--- src/rtl/spi_adc_pkg.sv ---
package spi_adc_pkg;
  typedef enum logic [1:0] {
    ST_IDLE,
    ST_SETUP,
    ST_SHIFT,
    ST_HOLD
  } rd_state_e;

  function automatic int half_div_for(input int sys_hz, input int max_hz);
    return (sys_hz + 2 * max_hz - 1) / (2 * max_hz);
  endfunction
endpackage

--- src/rtl/spi_adc_tick.sv ---
module spi_adc_tick #(
  parameter int HALF_DIV = 14
) (
  input  logic clk_i,
  input  logic rst_ni,
  input  logic run_i,
  output logic tick_o
);
  localparam int CW = (HALF_DIV > 1) ? $clog2(HALF_DIV) : 1;
  localparam logic [CW-1:0] LAST = CW'(HALF_DIV - 1);

  logic [CW-1:0] cnt_q;

  always_ff @(posedge clk_i or negedge rst_ni) begin
    if (!rst_ni)              cnt_q <= '0;
    else if (!run_i)          cnt_q <= '0;
    else if (cnt_q == LAST)   cnt_q <= '0;
    else                      cnt_q <= cnt_q + 1'b1;
  end

  assign tick_o = run_i && (cnt_q == LAST);
endmodule

--- src/rtl/spi_adc_shift.sv ---
module spi_adc_shift #(
  parameter int W = 24
) (
  input  logic         clk_i,
  input  logic         rst_ni,
  input  logic         clr_i,
  input  logic         en_i,
  input  logic         bit_i,
  output logic [W-1:0] q_o
);
  for (genvar i = 0; i < W; i++) begin : g_bit
    if (i == 0) begin : g_head
      always_ff @(posedge clk_i or negedge rst_ni) begin
        if (!rst_ni)    q_o[i] <= 1'b0;
        else if (clr_i) q_o[i] <= 1'b0;
        else if (en_i)  q_o[i] <= bit_i;
      end
    end else begin : g_body
      always_ff @(posedge clk_i or negedge rst_ni) begin
        if (!rst_ni)    q_o[i] <= 1'b0;
        else if (clr_i) q_o[i] <= 1'b0;
        else if (en_i)  q_o[i] <= q_o[i-1];
      end
    end
  end
endmodule

--- src/rtl/spi_adc_ctrl.sv ---
module spi_adc_ctrl
  import spi_adc_pkg::*;
#(
  parameter int FRAME_BITS = 24,
  parameter int HALF_DIV   = 14
) (
  input  logic clk_i,
  input  logic rst_ni,
  input  logic start_i,
  input  logic tick_i,
  output logic run_o,
  output logic busy_o,
  output logic cs_no,
  output logic sclk_o,
  output logic sample_o,
  output logic clear_o,
  output logic finish_o
);
  localparam int BW = $clog2(FRAME_BITS + 1);
  localparam logic [BW-1:0] LAST_BIT = BW'(FRAME_BITS);

  rd_state_e     st_q;
  logic [BW-1:0] bit_q;

  always_ff @(posedge clk_i or negedge rst_ni) begin
    if (!rst_ni) begin
      st_q   <= ST_IDLE;
      cs_no  <= 1'b1;
      sclk_o <= 1'b0;
      bit_q  <= '0;
    end else begin
      unique case (st_q)
        ST_IDLE: if (start_i) begin
          st_q  <= ST_SETUP;
          cs_no <= 1'b0;
          bit_q <= '0;
        end
        ST_SETUP: if (tick_i) begin
          st_q   <= ST_SHIFT;
          sclk_o <= 1'b1;
          bit_q  <= BW'(1);
        end
        ST_SHIFT: if (tick_i) begin
          if (sclk_o) begin
            sclk_o <= 1'b0;
            if (bit_q == LAST_BIT) st_q <= ST_HOLD;
          end else begin
            sclk_o <= 1'b1;
            bit_q  <= bit_q + 1'b1;
          end
        end
        ST_HOLD: if (tick_i) begin
          st_q  <= ST_IDLE;
          cs_no <= 1'b1;
        end
        default: st_q <= ST_IDLE;
      endcase
    end
  end

  assign run_o    = (st_q != ST_IDLE);
  assign busy_o   = run_o;
  assign clear_o  = (st_q == ST_IDLE) && start_i;
  assign sample_o = tick_i && ((st_q == ST_SETUP) || (st_q == ST_SHIFT && !sclk_o));
  assign finish_o = tick_i && (st_q == ST_HOLD);

  // independent run-length monitor of the serial clock
  localparam int LW = $clog2(HALF_DIV + 1) + 1;
  logic          sclk_seen_q;
  logic [LW-1:0] run_len_q;

  always_ff @(posedge clk_i or negedge rst_ni) begin
    if (!rst_ni) begin
      sclk_seen_q <= 1'b0;
      run_len_q   <= '0;
    end else begin
      sclk_seen_q <= sclk_o;
      if (sclk_o != sclk_seen_q)          run_len_q <= LW'(1);
      else if (run_len_q < LW'(HALF_DIV)) run_len_q <= run_len_q + 1'b1;
    end
  end

  AST_IDLE_PINS: assert property (@(posedge clk_i) disable iff (!rst_ni)
    !busy_o |-> (cs_no && !sclk_o));
  AST_SCLK_IN_FRAME: assert property (@(posedge clk_i) disable iff (!rst_ni)
    sclk_o |-> !cs_no);
  AST_BIT_LIMIT: assert property (@(posedge clk_i) disable iff (!rst_ni)
    bit_q <= LAST_BIT);
  AST_SCLK_HALF_PERIOD: assert property (@(posedge clk_i) disable iff (!rst_ni)
    (sclk_o != sclk_seen_q) |-> (run_len_q >= LW'(HALF_DIV)));
  AST_CS_FALL_FROM_IDLE: assert property (@(posedge clk_i) disable iff (!rst_ni)
    $fell(cs_no) |-> $past(!busy_o));
endmodule

--- src/rtl/spi_adc_reader.sv ---
module spi_adc_reader
  import spi_adc_pkg::*;
#(
  parameter int SYS_CLK_HZ  = 125_000_000,
  parameter int SCLK_MAX_HZ = 4_800_000,
  parameter int HALF_DIV    = half_div_for(SYS_CLK_HZ, SCLK_MAX_HZ),
  parameter int LEAD_W      = 8,
  parameter int DATA_W      = 14,
  parameter int STAT_W      = 2
) (
  input  logic              clk_i,
  input  logic              rst_ni,
  input  logic              start_i,
  output logic              busy_o,
  output logic              done_o,
  output logic [DATA_W-1:0] data_o,
  output logic [STAT_W-1:0] status_o,
  output logic              frame_err_o,
  output logic              cs_no,
  output logic              sclk_o,
  input  logic              miso_i
);
  localparam int FRAME_BITS = LEAD_W + DATA_W + STAT_W;

  logic                  run, tick, sample, clear, finish;
  logic [FRAME_BITS-1:0] frame;

  spi_adc_tick #(.HALF_DIV(HALF_DIV)) u_tick (
    .clk_i (clk_i),
    .rst_ni(rst_ni),
    .run_i (run),
    .tick_o(tick)
  );

  spi_adc_ctrl #(.FRAME_BITS(FRAME_BITS), .HALF_DIV(HALF_DIV)) u_ctrl (
    .clk_i   (clk_i),
    .rst_ni  (rst_ni),
    .start_i (start_i),
    .tick_i  (tick),
    .run_o   (run),
    .busy_o  (busy_o),
    .cs_no   (cs_no),
    .sclk_o  (sclk_o),
    .sample_o(sample),
    .clear_o (clear),
    .finish_o(finish)
  );

  spi_adc_shift #(.W(FRAME_BITS)) u_shift (
    .clk_i (clk_i),
    .rst_ni(rst_ni),
    .clr_i (clear),
    .en_i  (sample),
    .bit_i (miso_i),
    .q_o   (frame)
  );

  always_ff @(posedge clk_i or negedge rst_ni) begin
    if (!rst_ni) begin
      done_o      <= 1'b0;
      data_o      <= '0;
      status_o    <= '0;
      frame_err_o <= 1'b0;
    end else begin
      done_o <= finish;
      if (finish) begin
        data_o      <= frame[STAT_W +: DATA_W];
        status_o    <= frame[STAT_W-1:0];
        frame_err_o <= |frame[FRAME_BITS-1 -: LEAD_W];
      end
    end
  end

  AST_DONE_ONE_CYCLE: assert property (@(posedge clk_i) disable iff (!rst_ni)
    done_o |=> !done_o);
  AST_DONE_WITH_CS_RISE: assert property (@(posedge clk_i) disable iff (!rst_ni)
    done_o |-> ($rose(cs_no) && !busy_o));
  AST_ERR_HOLD: assert property (@(posedge clk_i) disable iff (!rst_ni)
    !done_o |-> $stable(frame_err_o));
endmodule

--- config.mk ---
export PLATFORM = sky130hd
export DESIGN_NAME = spi_adc_reader
export DESIGN_NICKNAME = d
export VERILOG_FILES = /design/src/rtl/spi_adc_pkg.sv /design/src/rtl/spi_adc_tick.sv /design/src/rtl/spi_adc_shift.sv /design/src/rtl/spi_adc_ctrl.sv /design/src/rtl/spi_adc_reader.sv
export SDC_FILE = /design/constraint.sdc
export NUM_CORES = 1
export LEC_CHECK = 0
export ABC_CLOCK_PERIOD_IN_PS = 2550
export BUFFER_PORTS_ARGS = -buffer_cell sky130_fd_sc_hd__buf_2
export CORE_MARGIN = 5
export CORE_UTILIZATION = 47
export CTS_BUF_LIST = sky130_fd_sc_hd__clkbuf_8
export CTS_CLUSTER_SIZE = 20
export DETAILED_ROUTE_END_ITERATION = 7
export GPL_TIMING_DRIVEN = 0
export MAX_ROUTING_LAYER = met4
export PLACE_DENSITY_LB_ADDON = 0.2
export RECOVER_POWER = 100
export REMOVE_ABC_BUFFERS = 1
export SYNTH_ARGS = -nofsm -noshare
export SYNTH_HDL_FRONTEND = slang
export SYNTH_SLANG_ARGS = --single-unit
--- constraint.sdc ---
create_clock -name clk_i -period 2.55 [get_ports clk_i]
set_input_delay 0.255 -clock clk_i [delete_from_list [all_inputs] [get_ports clk_i]]
set_output_delay 0.255 -clock clk_i [all_outputs]
set_load 0.03 [all_outputs]
==> flow_summary_export.csv <==
group,metric,value,unit
outcome,status,"completed",
setup_path,critPathMaxFanout,9,
clock_network,clockBufferDepth,2,
place,pre_cts_slack,0.1359,ns
synth,netlist_top_cells_area,"dfrtp_1 56%, nand2_1 7.8%, mux2_2 7.4%",
global_routing,grt_use_total,14.26,%
synth,synth_top_flop_cell,"dfrtp_1",
global_routing,grt_max_degree,56,
synth,synth_edf_count,0,
global_routing,grt_pass1_wl,7224,um
setup_path,critical_path.startpoint_type,"register",
detailed_routing,drt_iter0_drc,138,
finish,nets,263,
detailed_routing,drtPass1Iterations,4,
floorplan,die_h,81.77,um
synth,synth-compound-area-share,11.58,%
sta,max_freq,0.4413,GHz
sta,fin_crit,2.266,ns
floorplan,start_util,48.01,%
sta,grt_setup_unrepaired,"false",
detailed_routing,vias,1656,
finish,diodes,0,
floorplan,die_w,81.77,um
hold_path,hp-start,"miso_i",
clock_network,cts_tree,"done",
sta,drv_slew,0,
flow_run,max-cap-violations,0,
sta,relSlewSlack,36.83,%
power_and_ir_drop,ir_worst_vdd,0.0003123,V
synth,yosysTopAreaCell,"dfrtp_1",
place,dpl.hpwl,2664,um
global_routing,overflow,0,
synth,synthMuxAreaShare,8.475,%
setup_path,crit_path_start,"u_ctrl.st_q[1]",
detailed_routing,viasPerCell,5.159,
synth,synth.top_cell.area_share,55.81,%
synth,synth_xor_area_share,0,%
detailed_routing,routed_wirelength,4156,um
clock_network,cts.sinks,55,
place,io_buffers,24,
floorplan,num_io_pins,25,
sta,layout_setup_ws,0.2838,ns
synth,synthDistinctLibCells,35,
floorplan,core-area,5042,um^2
synth,async_reset_ff_share,100.0,%
hold_path,hold_class,"input port to register",
clock_network,clkLatencyLatePin,0.30,ns
synth,ys_seq_area_share,56.90,%
clock_network,htreeDepth,2,
sta,tightest_slew,0.9475,ns
power_and_ir_drop,total_power,2177,uW
setup_path,cp_data_arrival_time,2.46,ns
sta,finClkSkew,0.003897,ns
place,gp_congestion,0.7703,
setup_path,path_class,"register to register",
floorplan,dieArea,6686,um^2
global_routing,antenna_found_initial,0,
power_and_ir_drop,power_leakage,0.001215,uW
clock_network,cts_made_buffers,5,
sta,finalCritPeriodShare,88.87,%
power_and_ir_drop,power_density,816.2,nW/um^2
clock_network,path_clk_slew,0.09,ns
sta,finalSetupViolations,0,
detailed_routing,postRouteAntennaNets,0,
sta,whs,0.1776,ns
finish,instances_no_fill,321,
synth,synth-simple-area-share,14.32,%
synth,synth_top_family_by_area,"simple AND/OR/NAND/NOR gates",
setup_path,critPathCaptureType,"register",
setup_path,worstReg2RegStart,"u_ctrl.st_q[1]",
place,placed_cells,311,
sta,final_hold_viol_count,0,
finish,area_growth,10.18,%
finish,final_core_util,52.90,%
synth,synth_fa_ha_area_share,4.651,%
setup_path,critPathRequiredTime,2.74,ns
synth,netlist_area,2421,um^2
finish,layout-drive-gt1-share,12.75,%
detailed_routing,wl_per_cell,12.95,um
synth,synthCells,228,
detailed_routing,post-route-drc-count,0,
global_routing,first_global_vias,1607,
floorplan,rows,26,
synth,ys_ff_latch,55,
clock_network,root_buffer,"clkbuf_8",
synth,syn_avg_cell_area,10.62,um^2
synth,synth_warnings,0,
per-stage QoR:
step / setup TNS (ns) / area, um^2
floorplan: 0 / 2356
global placement: -1.458 / 2564
detailed placement: 0 / 2567
CTS: 0 / 2685
global route: 0 / 2668
finish: 0 / 2668
worst paths after layout:
check	depth (start not counted)	slack [ns]	to
worst min register to register	2	0.50	u_ctrl.cs_no
min in group asynchronous	2	0.58	u_ctrl.bit_q[0]
max in group asynchronous	3	0.54	data_o[4]
worst max register to register	6	0.28	u_ctrl.st_q[1]
worst min-delay path	3	0.18	u_shift.q_o[0]
worst max-delay path	6	0.28	u_ctrl.st_q[1]
worst max-delay path, cell delays in order, from the launching register on:
cell      delay [ns]
dfrtp_1         0.41
inv_1           0.10
ha_1            0.28
and4b_1         0.52
nor2_1          0.12
a2111o_1        0.41
mux2_1          0.33
cells by family after synthesis:
kind of cell | Yosys count
multiplexers | 18
flip-flops | 55
AND/OR/NAND/NOR | 76
adder cells (fa/ha/maj) | 9
AO/OA/AOI/OAI | 50
buffers and inverters | 20
cells in the mapped netlist (4+ instances only):
master	n
mux2_2	16
dfrtp_1	54
o21ai_0	8
inv_1	9
a21oi_1	31
buf_2	4
ha_1	9
nand3_1	4
nor2_1	4
nand2_1	50
repair_timing:
action | CTS | global route
setup endpoints to repair | 0 | 24
hold endpoints to repair | 0 | 14
gates resized for setup | 0 | 1
hold buffers | 0 | 1
setup buffers | 0 | 0
state kept, by name, indices dropped and copies added, names as in the netlist:
register       count
u_ctrl.bit_q       5
u_ctrl.cs_no       1
u_ctrl.st_q        2
u_tick.cnt_q       4
u_ctrl.sclk_o      1
frame_err_o        1
done_o             1
status_o           2
data_o            14
u_shift.q_o       24
report_power, final:
part	leakage, uW	switching (uW)	internal (uW)	total (uW)
Clock	0.0000612	269	318	587
Sequential	0.000756	62.9	947	1010
Combinational	0.000398	384	196	580
layout by cell type, fill, tap and decap left out, drive strengths merged:
cell and instances:
inv 9, or2b 1, o21a 2, nor4 3, and4b 1, or2 1, a21oi 31, mux2i 1
nor2b 3, nand2 50, a31oi 2, buf 2, dfstp 1, mux2 17, nand4b 2, o211ai 1
a2111o 1, bufinv 1, nand3 4, o41ai 3, and3 2, ha 9, a21o 1, clkbuf 29
o21ai 9, nor2 5, nor3 3, dfrtp 54, clkinv 1, and2 1, dlygate4sd3 1
final cells by class:
type,count,area [um^2]
Tap cell,70,87.58
Timing Repair Buffer,26,107.6
Clock inverter,2,35.03
Multi-Input combinational cell,153,943.4
Fill cell,473,2375
Clock buffer,6,82.58
Sequential cell,55,1378
Inverter,9,33.78
layer usage:
layer  track usage [%]  part of all wire [%]
met5                 -                     0
met4             5.482                   1.3
met3             2.961                   4.0
met2             22.21                    47
met1             18.32                    48
(Power assumes the default switching activity.)
